**config.mk**
```make
export PLATFORM = sky130hd
export DESIGN_NAME = shmem_gatekeeper
export DESIGN_NICKNAME = d
export VERILOG_FILES = /design/src/rtl/sgk_pkg.sv /design/src/rtl/sgk_backoff.sv /design/src/rtl/sgk_ctrl.sv /design/src/rtl/shmem_gatekeeper.sv
export SDC_FILE = /design/constraint.sdc
export NUM_CORES = 1
export LEC_CHECK = 0
export CAP_MARGIN = 20
export CORE_UTILIZATION = 40
export CTS_CLUSTER_DIAMETER = 200
export DETAILED_ROUTE_END_ITERATION = 16
export PLACE_DENSITY = 0.73
export SYNTH_ARGS = -nofsm -noshare
export SYNTH_HDL_FRONTEND = slang
export SYNTH_SLANG_ARGS = --single-unit
```
**constraint.sdc**
```tcl
create_clock -name clk -period 1.9 [get_ports clk]
set_clock_uncertainty 0.05 [all_clocks]
set_input_delay 0.38 -clock clk [delete_from_list [all_inputs] [get_ports clk]]
set_output_delay 0.38 -clock clk [all_outputs]
set_load 0.05 [all_outputs]
```
**src/rtl/sgk_pkg.sv**
```systemverilog
package sgk_pkg;
    typedef enum logic [2:0] {
        ST_IDLE,
        ST_REQ,
        ST_PROBE,
        ST_CHECK,
        ST_COMMIT,
        ST_BACKOFF,
        ST_RDONE
    } sgk_state_e;
endpackage

```
**src/rtl/sgk_backoff.sv**
```systemverilog
module sgk_backoff #(
    parameter int BACKOFF = 8
) (
    input  logic clk,
    input  logic rst_n,
    input  logic start,
    output logic done
);
    localparam int CW = $clog2(BACKOFF + 1);

    typedef struct packed {
        logic          act;
        logic [CW-1:0] cnt;
    } bo_t;

    bo_t bo_d, bo_q;

    always_comb begin
        bo_d = bo_q;
        if (start) begin
            bo_d.act = 1'b1;
            bo_d.cnt = CW'(BACKOFF - 1);
        end else if (bo_q.act) begin
            if (bo_q.cnt == '0) bo_d.act = 1'b0;
            else                bo_d.cnt = bo_q.cnt - 1'b1;
        end
    end

    always_ff @(posedge clk or negedge rst_n) begin
        if (!rst_n) bo_q <= '0;
        else        bo_q <= bo_d;
    end

    assign done = bo_q.act && (bo_q.cnt == '0);
endmodule

```
**src/rtl/sgk_ctrl.sv**
```systemverilog
module sgk_ctrl
    import sgk_pkg::*;
#(
    parameter int AW = 8,
    parameter int DW = 16
) (
    input  logic          clk,
    input  logic          rst_n,
    input  logic          cpu_req,
    input  logic          cpu_we,
    input  logic [AW-1:0] cpu_addr,
    input  logic [DW-1:0] cpu_wdata,
    output logic          cpu_wait,
    output logic [DW-1:0] cpu_rdata,
    output logic          bo_start,
    input  logic          bo_done,
    output logic          bus_req,
    input  logic          bus_gnt,
    output logic          bus_en,
    output logic          bus_we,
    output logic          bus_sem_we,
    output logic          bus_sem_set,
    output logic [AW-1:0] bus_addr,
    output logic [DW-1:0] bus_wdata,
    input  logic [DW-1:0] bus_rdata,
    input  logic          bus_full
);
    typedef struct packed {
        sgk_state_e    st;
        logic          is_wr;
        logic [AW-1:0] addr;
        logic [DW-1:0] wdata;
        logic [DW-1:0] rdata;
    } ctrl_t;

    ctrl_t c_d, c_q;
    logic  flag_ok;

    always_comb begin
        c_d      = c_q;
        bo_start = 1'b0;
        flag_ok  = c_q.is_wr ? !bus_full : bus_full;
        case (c_q.st)
            ST_IDLE: begin
                if (cpu_req) begin
                    c_d.is_wr = cpu_we;
                    c_d.addr  = cpu_addr;
                    c_d.wdata = cpu_wdata;
                    c_d.st    = ST_REQ;
                end
            end
            ST_REQ:     if (bus_gnt) c_d.st = ST_PROBE;
            ST_PROBE:   c_d.st = ST_CHECK;
            ST_CHECK: begin
                if (!c_q.is_wr) c_d.rdata = bus_rdata;
                if (flag_ok) begin
                    c_d.st = ST_COMMIT;
                end else begin
                    c_d.st   = ST_BACKOFF;
                    bo_start = 1'b1;
                end
            end
            ST_COMMIT:  c_d.st = c_q.is_wr ? ST_IDLE : ST_RDONE;
            ST_BACKOFF: if (bo_done) c_d.st = ST_REQ;
            ST_RDONE:   c_d.st = ST_IDLE;
            default:    c_d.st = ST_IDLE;
        endcase
    end

    always_ff @(posedge clk or negedge rst_n) begin
        if (!rst_n) begin
            c_q    <= '0;
            c_q.st <= ST_IDLE;
        end else begin
            c_q <= c_d;
        end
    end

    assign bus_req     = (c_q.st == ST_REQ) || (c_q.st == ST_PROBE) ||
                         (c_q.st == ST_CHECK) || (c_q.st == ST_COMMIT);
    assign bus_en      = (c_q.st == ST_PROBE) || (c_q.st == ST_COMMIT);
    assign bus_we      = (c_q.st == ST_COMMIT) && c_q.is_wr;
    assign bus_sem_we  = (c_q.st == ST_COMMIT);
    assign bus_sem_set = (c_q.st == ST_COMMIT) && c_q.is_wr;
    assign bus_addr    = c_q.addr;
    assign bus_wdata   = c_q.wdata;

    assign cpu_wait  = cpu_req &&
                       !((c_q.st == ST_IDLE) && cpu_we) &&
                       !((c_q.st == ST_RDONE) && !cpu_we);
    assign cpu_rdata = c_q.rdata;
endmodule

```
**src/rtl/shmem_gatekeeper.sv**
```systemverilog
module shmem_gatekeeper #(
    parameter int AW      = 8,
    parameter int DW      = 16,
    parameter int BACKOFF = 8
) (
    input  logic          clk,
    input  logic          rst_n,
    input  logic          cpu_req,
    input  logic          cpu_we,
    input  logic [AW-1:0] cpu_addr,
    input  logic [DW-1:0] cpu_wdata,
    output logic          cpu_wait,
    output logic [DW-1:0] cpu_rdata,
    output logic          bus_req,
    input  logic          bus_gnt,
    output logic          bus_en,
    output logic          bus_we,
    output logic          bus_sem_we,
    output logic          bus_sem_set,
    output logic [AW-1:0] bus_addr,
    output logic [DW-1:0] bus_wdata,
    input  logic [DW-1:0] bus_rdata,
    input  logic          bus_full
);
    logic bo_start, bo_done;

    sgk_backoff #(.BACKOFF(BACKOFF)) u_backoff (
        .clk   (clk),
        .rst_n (rst_n),
        .start (bo_start),
        .done  (bo_done)
    );

    sgk_ctrl #(.AW(AW), .DW(DW)) u_ctrl (
        .clk         (clk),
        .rst_n       (rst_n),
        .cpu_req     (cpu_req),
        .cpu_we      (cpu_we),
        .cpu_addr    (cpu_addr),
        .cpu_wdata   (cpu_wdata),
        .cpu_wait    (cpu_wait),
        .cpu_rdata   (cpu_rdata),
        .bo_start    (bo_start),
        .bo_done     (bo_done),
        .bus_req     (bus_req),
        .bus_gnt     (bus_gnt),
        .bus_en      (bus_en),
        .bus_we      (bus_we),
        .bus_sem_we  (bus_sem_we),
        .bus_sem_set (bus_sem_set),
        .bus_addr    (bus_addr),
        .bus_wdata   (bus_wdata),
        .bus_rdata   (bus_rdata),
        .bus_full    (bus_full)
    );
endmodule

```
# == After elaboration in Yosys (flattened, before gate mapping) ==
# Index checks and enable logic that the tools add are counted.
# totals
inputBits,46
out_inout_bits,46
wordCells,53
ff_bits,49
# classes
eq_ne,10
mux,13
n_reduce_logical,21
bitwise,1
n_addsub,1
# op_table
op,count
2-to-1 mux 28 bit,1
case mux 3 bit (6 select lines),1
2-to-1 mux 5 bit,2
equality test 3 bit (second input constant),3
2-to-1 mux 3 bit,3
inequality test 2 bit (second input constant),4
equality test 3 x 2 -> 1 bit (second input constant),2
logical AND 1 bit,6
AND reduction 2 bit,3
2-to-1 mux 1 bit,5
zero test 1 bit,4
zero test 4 bit,1
logical OR 1 bit,4
2-to-1 mux 4 bit,1
subtractor 4 x 1 -> 4 bit (second input constant),1
equality test 3 x 1 -> 1 bit (second input constant),1
zero test 3 bit,1
AND reduction 3 bit,1
nonzero test 2 bit,1
NOT 1 bit,1

# == Logic depth before layout (Yosys ltp) ==
# Gate-level depths: netlist of run 1.
# logic_depth
depth_word,6
mapped_depth,6

# == Hierarchy ==
# Synthesis of run 1 repeated with hierarchy kept, for this count alone.
# hier_totals
cells_unflattened,188
area_unflattened_um2,2409.8
# by_module_without_submodules
mod,area_each_um2,cells_per_inst,instances
sgk_ctrl,2134.5,161,1
sgk_backoff,275.3,27,1

# == Least setup slack after synthesis of run 1 ==
# No wires, ideal clock.
# synth_path
path_kind,register -> output
startpoint,register u_ctrl.c_q[43] (netlist bit)
endpoint,output port bus_we
slack_ns,-0.036
path_stages_with_launch,4
arrival_ns,1.506
t_required_ns,1.470
n_path_buf,2
path_cell_list,dfrtp_1 clkbuf_1 and3_1 buf_4
# synth_via
elab_chain_cells,2
# synth_lines
item,line_no,source
from (decl),sgk_ctrl.sv:36,"ctrl_t c_d, c_q;"
equality test 3 bit,n/a,
logical AND 1 bit,n/a,
to (decl),shmem_gatekeeper.sv:17,"output logic bus_we,"
# Every way passes these cells.

# == Worst setup path in the final report of run 1 ==
# layout_path
startpoint,register u_ctrl.c_q[43] (netlist bit)
endpoint,output port cpu_wait
# layout_via
elab_chain_cells,5
word_cells_on_any_way,8
cone_classes,eq/ne (1); reduce/logical (7)
# layout_lines
item,line_no,source
zero test 3 bit,sgk_ctrl.sv:89,!((c_q.st == ST_IDLE) && cpu_we) &&
logical AND 1 bit,sgk_ctrl.sv:89,
zero test 1 bit,sgk_ctrl.sv:89,
logical AND 1 bit,sgk_ctrl.sv:88,assign cpu_wait = cpu_req &&
logical AND 1 bit *,sgk_ctrl.sv:89,
to (decl),shmem_gatekeeper.sv:12,"output logic cpu_wait,"
# Every way passes the cells marked *; elsewhere a longest branch is shown, timed or not.

==> run metrics, run 1 <==
status finished clean; Die Span X roughly 80 um; core footprint approximately 6000 um^2; root buffer cell clkbuf_8; layout cells sized above 1 between 30% and 40%; H-tree depth 2; CTS tree built; Yosys top cell area share a little under 50%; Post-Syn Nets ~240; DRT iter0 DRCs 19; Post-Synth Adder-Cell Area 1.001%; All-Layer GR Usage a little over an eighth; GP Congestion ~0.76; Clock Latency Late Sink approximately 0.29 ns; leading area contributor after synthesis dfrtp_1; Clock Tree Buf Depth 2; #FFs+latches synth 49; vias per inst 4.660; Post-DP HPWL 3120 um; Total Routed Length ~4300 um; Die Y between 80 and 90 um; slew at the pin closest to its max-slew limit between 0.6 and 0.7 ns; min Tclk post-route approximately 1.8 ns; Worst EP arrival between 1 and 1.5 ns; slowest cell delay on critical path between 0.4 and 0.5 ns; post-layout util between 50% and 60%; Avg Cell Area, Syn about 13 um^2; critical-path cell list and3b_1 -> a21oi_1 -> o21a_1 -> buf_12; mux share of post-synthesis cell area around 22%; worst endpoint required time roughly 1.5 ns; clock buffer count from CTS 5; NumNets Final 298; antenna violations before repair 0; vias between 1500 and 2000; Max Slew Vio Count 0; synth top area cells dfrtp_1 49%, buf_4 13%, mux2_4 12%; GRT overflow 0; post-route ant nets 0; vias in the first global route between 1000 and 1500; reg2reg start u_backoff.bo_q[0]; I/O pin total between 90 and 100; most frequent cells in the layout 46 x dfrtp_1, 43 x clkdlybuf4s50_1, 36 x buf_4; # DRC 0; max cap viols 0; period utilization 95.25%; DIE AREA 6570 um^2; endpoints failing hold 0; FF-to-FF End u_backoff.bo_q[1]; R2R setup slack between 0.2 and 0.3 ns; Clock Sinks 49; port bufs 91; critical path's slowest cell dfrtp_2; # setup viols final 0; Critical Path End Type primary output; Routed wire per std cell between 10 and 15 um; initial core utilization approximately two fifths; Cell Area, Synth 2500 um^2; Hold/Removal Path Class in2async; Cell variety after synth 33; Max Fclk approximately 550 MHz; most common cell after layout, fill and taps aside dfrtp_1; Synth Area in XOR/XNOR 1.051%; Rows 28; Rel. slew slack ~56%; RSZ-0062 raised after global routing false; number of warnings issued by yosys 0; register area share after synthesis between 40% and 50%; fill cell count 517; Pre-antenna DRT Iters 3; main combinational cell family by area after synthesis multiplexers; crit path kind reg2out; largest net degree at the start of global routing 29; Worst setup SP type register; ant diodes 0; Syn Inst Count 190; Post-Synth Simple-Gate Area roughly 6.6%; critical-path maximum fanout 8; compound-gate portion of the synthesized area 3.554%; global-route wire length before repair 6582 um; Worst-path clk slew 0.08 ns; Syn-to-layout area delta 34.18%; R2R depth 5
-- what timing repair did --
action	4_1_cts	5_1_grt
gates resized for setup	3	12
buffers inserted	0	4
hold endpoints to repair	0	0
hold buffers	0	0
endpoints found under the setup margin	2	13
cloned	0	0
-- flip-flops by register name (all words and copies together), names as in the netlist --
signal,count
u_ctrl.bus_wdata,16
u_ctrl.cpu_rdata,16
u_ctrl.bus_addr,8
u_backoff.bo_q,5
u_ctrl.c_q,4
-- per-layer routing --
metal  vias up  GRT usage (%)  routed length [um]
met5         -              0                   0
met4         0          4.286                  46
met3         5          4.157                 361
met2        55          22.52                2018
met1       738          15.63                1840
li1        721              -                   -
-- Yosys cell counts --
cell and n:
o21ai_0 2, nand2_1 6, a221o_1 1, nor2_4 1, clkbuf_1 1, and3_1 3, mux2_2 11, nor2b_1 2
buf_6 3, nor4b_1 1, nor3_4 1, mux2_1 10, and3_4 1, nand2b_1 1, mux2_4 20, xnor2_1 3
a21oi_1 6, o22ai_1 2, ha_1 2, buf_12 2, nor2_1 4, nand2_2 1, or3b_1 1, buf_4 42
and3b_1 2, o21ba_2 1, o2bb2ai_1 1, mux2i_1 2, inv_1 5, nor3_1 1, nand3_1 1, dfrtp_1 49
o21a_1 1
-- worst max-delay path by stage --
stage	cells after the start	from	endpoint	slack (ns)
final	4	u_ctrl.c_q[43]	cpu_wait	0.09
after global routing	4	u_ctrl.c_q[43]	cpu_wait	0.03
after CTS	1	u_ctrl.cpu_rdata[14]	cpu_rdata[14]	0.002
after detailed placement	5	cpu_we	cpu_wait	0.02
after global placement	5	cpu_we	cpu_wait	0.04
after floorplan	2	u_ctrl.c_q[43]	bus_req	-0.007
-- per-stage QoR --
stage	setup TNS (ns)	area [um^2]	instances	worst slack, ns	hold slack (ns)
floorplan	-0.007257	2501	190	-0.007257	0.03441
global placement	0	3178	314	0.03957	0.3989
detailed placement	0	3178	314	0.02372	0.4012
CTS	0	3296	322	0.001771	0.06802
global route	0	3354	326	0.03445	0.1018
finish	0	3354	326	0.09034	0.05861
-- worst max-delay path: cells and delay by family, from the launching register on --
family          cells  cell delay (ns)
compound gates      2             0.28
buf+inv             1             0.14
flops               1             0.47
simple gates        1             0.20
-- cell type report --
class                      count  area (um^2)  area share, %
inverter                       5        18.77         0.5595
clock inverter                 1        30.03         0.8952
multi-input combinational     88        863.3          25.74
clock buffer                   7        86.33          2.574
timing repair buffer         101         1032          30.77
sequential                    49         1230          36.67
tap                           75        93.84          2.797
-- kinds of logic after synthesis --
| logic type | after synthesis |
|---|---|
| simple gates | 26 |
| mux | 43 |
| buf+inv | 53 |
| fa+ha+maj | 2 |
| compound gates | 14 |
| xor+xnor | 3 |
| flops | 49 |
Power of run 1 is left out: the tool's default activity adds up to more than one toggle a clock period on the data nets, which glitch-free logic cannot reach.
==> inputs of run 2 (changes only) <==
--- a/config.mk
+++ b/config.mk
@@ -6,6 +6,7 @@
 export NUM_CORES = 1
 export LEC_CHECK = 0
 export CAP_MARGIN = 20
+export CORE_MARGIN = 2
 export CORE_UTILIZATION = 40
 export CTS_CLUSTER_DIAMETER = 200
 export DETAILED_ROUTE_END_ITERATION = 16
==> constraint.sdc (replaced) <==
create_clock -name clk -period 1.9 [get_ports clk]
set_clock_uncertainty 0.05 [all_clocks]
set_input_delay 0.57 -clock clk [delete_from_list [all_inputs] [get_ports clk]]
set_output_delay 0.57 -clock clk [all_outputs]
set_load 0.05 [all_outputs]
==> run 2 against run 1 <==
Against the previous run:
- the flow now finishes with violations (setup timing)
- highest routed layer unchanged
- first-iteration DRC count increased to 2.7 times the previous value
- count of clock-buffer cells in the layout stayed put
- cell count up 0.92%
- critical path type unchanged
- sequential cell count unchanged
- routed wire length is 7.7% higher
- design area up 0.26%
- setup slack got worse by 0.14 ns
- sequential share of layout area is 0.13 points lower
==> run metrics, run 2 (same netlist as run 1, synthesis figures left out) <==
H-tree depth 2; post-layout util roughly 56%; global-route wire length before repair 7921 um; Max Slew Vio Count 0; DRT iter0 DRCs 51; initial core utilization about two fifths; post-route ant nets 0; Total Routed Length between 4000 and 5000 um; status finished, violations left; Worst EP arrival between 1 and 1.5 ns; Hold/Removal Path Class in2async; violated checks setup timing; largest net degree at the start of global routing 50; Hold Buf Count CTS 0; Clock Tree Buf Depth 2; Die Span X 83.06 um; Die Y 83.06 um; layout cells sized above 1 about 45%; vias approximately 1500; crit path kind reg2out; NumNets Final about 300; port bufs 91; GP Congestion about 0.74; Critical Path End Type primary output; Worst-path clk slew 0.08 ns; Clock Sinks 49; most frequent cells in the layout 48 x buf_4, 47 x dfrtp_1, 42 x clkdlybuf4s50_1; setup TNS -0.1294 ns; ant diodes 0; CTS tree built; endpoints failing hold 0; RSZ-0062 raised after global routing true; antenna violations before repair 0; worst endpoint required time approximately 1.3 ns; Hold Slack ~0.2 ns; most common cell after layout, fill and taps aside buf_4; Post-DP HPWL ~3300 um; Rel. slew slack between 70% and 80%; period utilization 102.4%; I/O pin total between 90 and 100; All-Layer GR Usage 13.99%; core footprint 5991 um^2; Sequential cell area roughly 1200 um^2; Worst setup SP type register; vias per inst roughly 4.6; Syn-to-layout area delta 34.53%; max cap viols 0; multi-input combinational cell area 903.4 um^2; min Tclk post-route a little under 2 ns; Rows 28; root buffer cell clkbuf_8; Pre-antenna DRT Iters 4; Routed wire per std cell 13.96 um; critical-path maximum fanout 5; Max Fclk between 500 and 600 MHz; # setup viols final 4; fill cell count around 530; # DRC 0; Clock Latency Late Sink 0.29 ns; GRT overflow 0; slew at the pin closest to its max-slew limit ~0.38 ns; vias in the first global route about 1600; final worst slack -0.04511 ns; DIE AREA 6898 um^2; clock buffer count from CTS 5
==> run 2: cell count changes in the layout (fill, tap and decap cells not counted), moves of 2 or more <==
cell,change
buf_4,+12
buf_6,+2
dlymetal6s2s_1,-11
xnor2_1,-2
==> run 2: final cells by class <==
cell class,instances,share of cell area [%]
flip-flops and latches,49,36.53
repair buffers,104,29.80
multi-input cells,88,26.86
well taps,75,2.790
clock buffers,7,2.567
clock inverters,1,0.8929
inverters,5,0.5580
==> run 2: worst max-delay path, stage by stage, from the launching register on <==
cell and delay [ns]:
dfrtp_2 0.45, buf_6 0.15, xnor2_4 0.13, nor2_2 0.15, buf_12 0.15
==> run 2: per-stage QoR <==
step	std cells	instance area (um^2)	setup slack (ns)
finish	329	3363	-0.04511
floorplan	190	2505	-0.1973
detailed placement	318	3184	-0.3554
global placement	318	3184	-0.3185
CTS	327	3316	-0.07784
global route	329	3363	-0.1113
==> run 2: final timing paths <==
kind	from	to	slack, ns	depth (start not counted)
max in group asynchronous	rst_n	u_ctrl.c_q[43]	1.37	2
worst max-delay path	u_ctrl.c_q[43]	bus_en	-0.05	4
worst min-delay path	rst_n	u_ctrl.bus_wdata[2]	0.20	2
worst max register to register	u_ctrl.c_q[43]	u_ctrl.cpu_rdata[2]	0.27	5
worst min register to register	u_ctrl.cpu_rdata[4]	u_ctrl.cpu_rdata[4]	0.44	1
min in group clk	u_ctrl.cpu_rdata[4]	u_ctrl.cpu_rdata[4]	0.44	1
==> run 2: layer usage <==
metal / GRT usage [%] / wire (um) / up-vias
met5: 0 / 0 / -
met2: 23.09 / 2251 / 56
met4: 3.577 / 34 / 0
met3: 4.175 / 279 / 3
met1: 18.01 / 2028 / 743
li1: - / - / 725
==> run 2: repair_timing <==
item	CTS	global route
pin swaps	1	3
setup buffers	1	2
resized for setup	9	7
setup endpoints to repair	4	6
Power of run 2 is left out for the same reason.
==> inputs of run 3 (changes only) <==
--- a/config.mk
+++ b/config.mk
@@ -9,6 +9,7 @@
 export CORE_MARGIN = 2
 export CORE_UTILIZATION = 40
 export CTS_CLUSTER_DIAMETER = 200
+export CTS_CLUSTER_SIZE = 8
 export DETAILED_ROUTE_END_ITERATION = 16
 export PLACE_DENSITY = 0.73
 export SYNTH_ARGS = -nofsm -noshare
==> results of run 3 <==
The final DEF is identical to that of run 2; final timing and power are the same.
Power of run 3 is left out for the same reason.
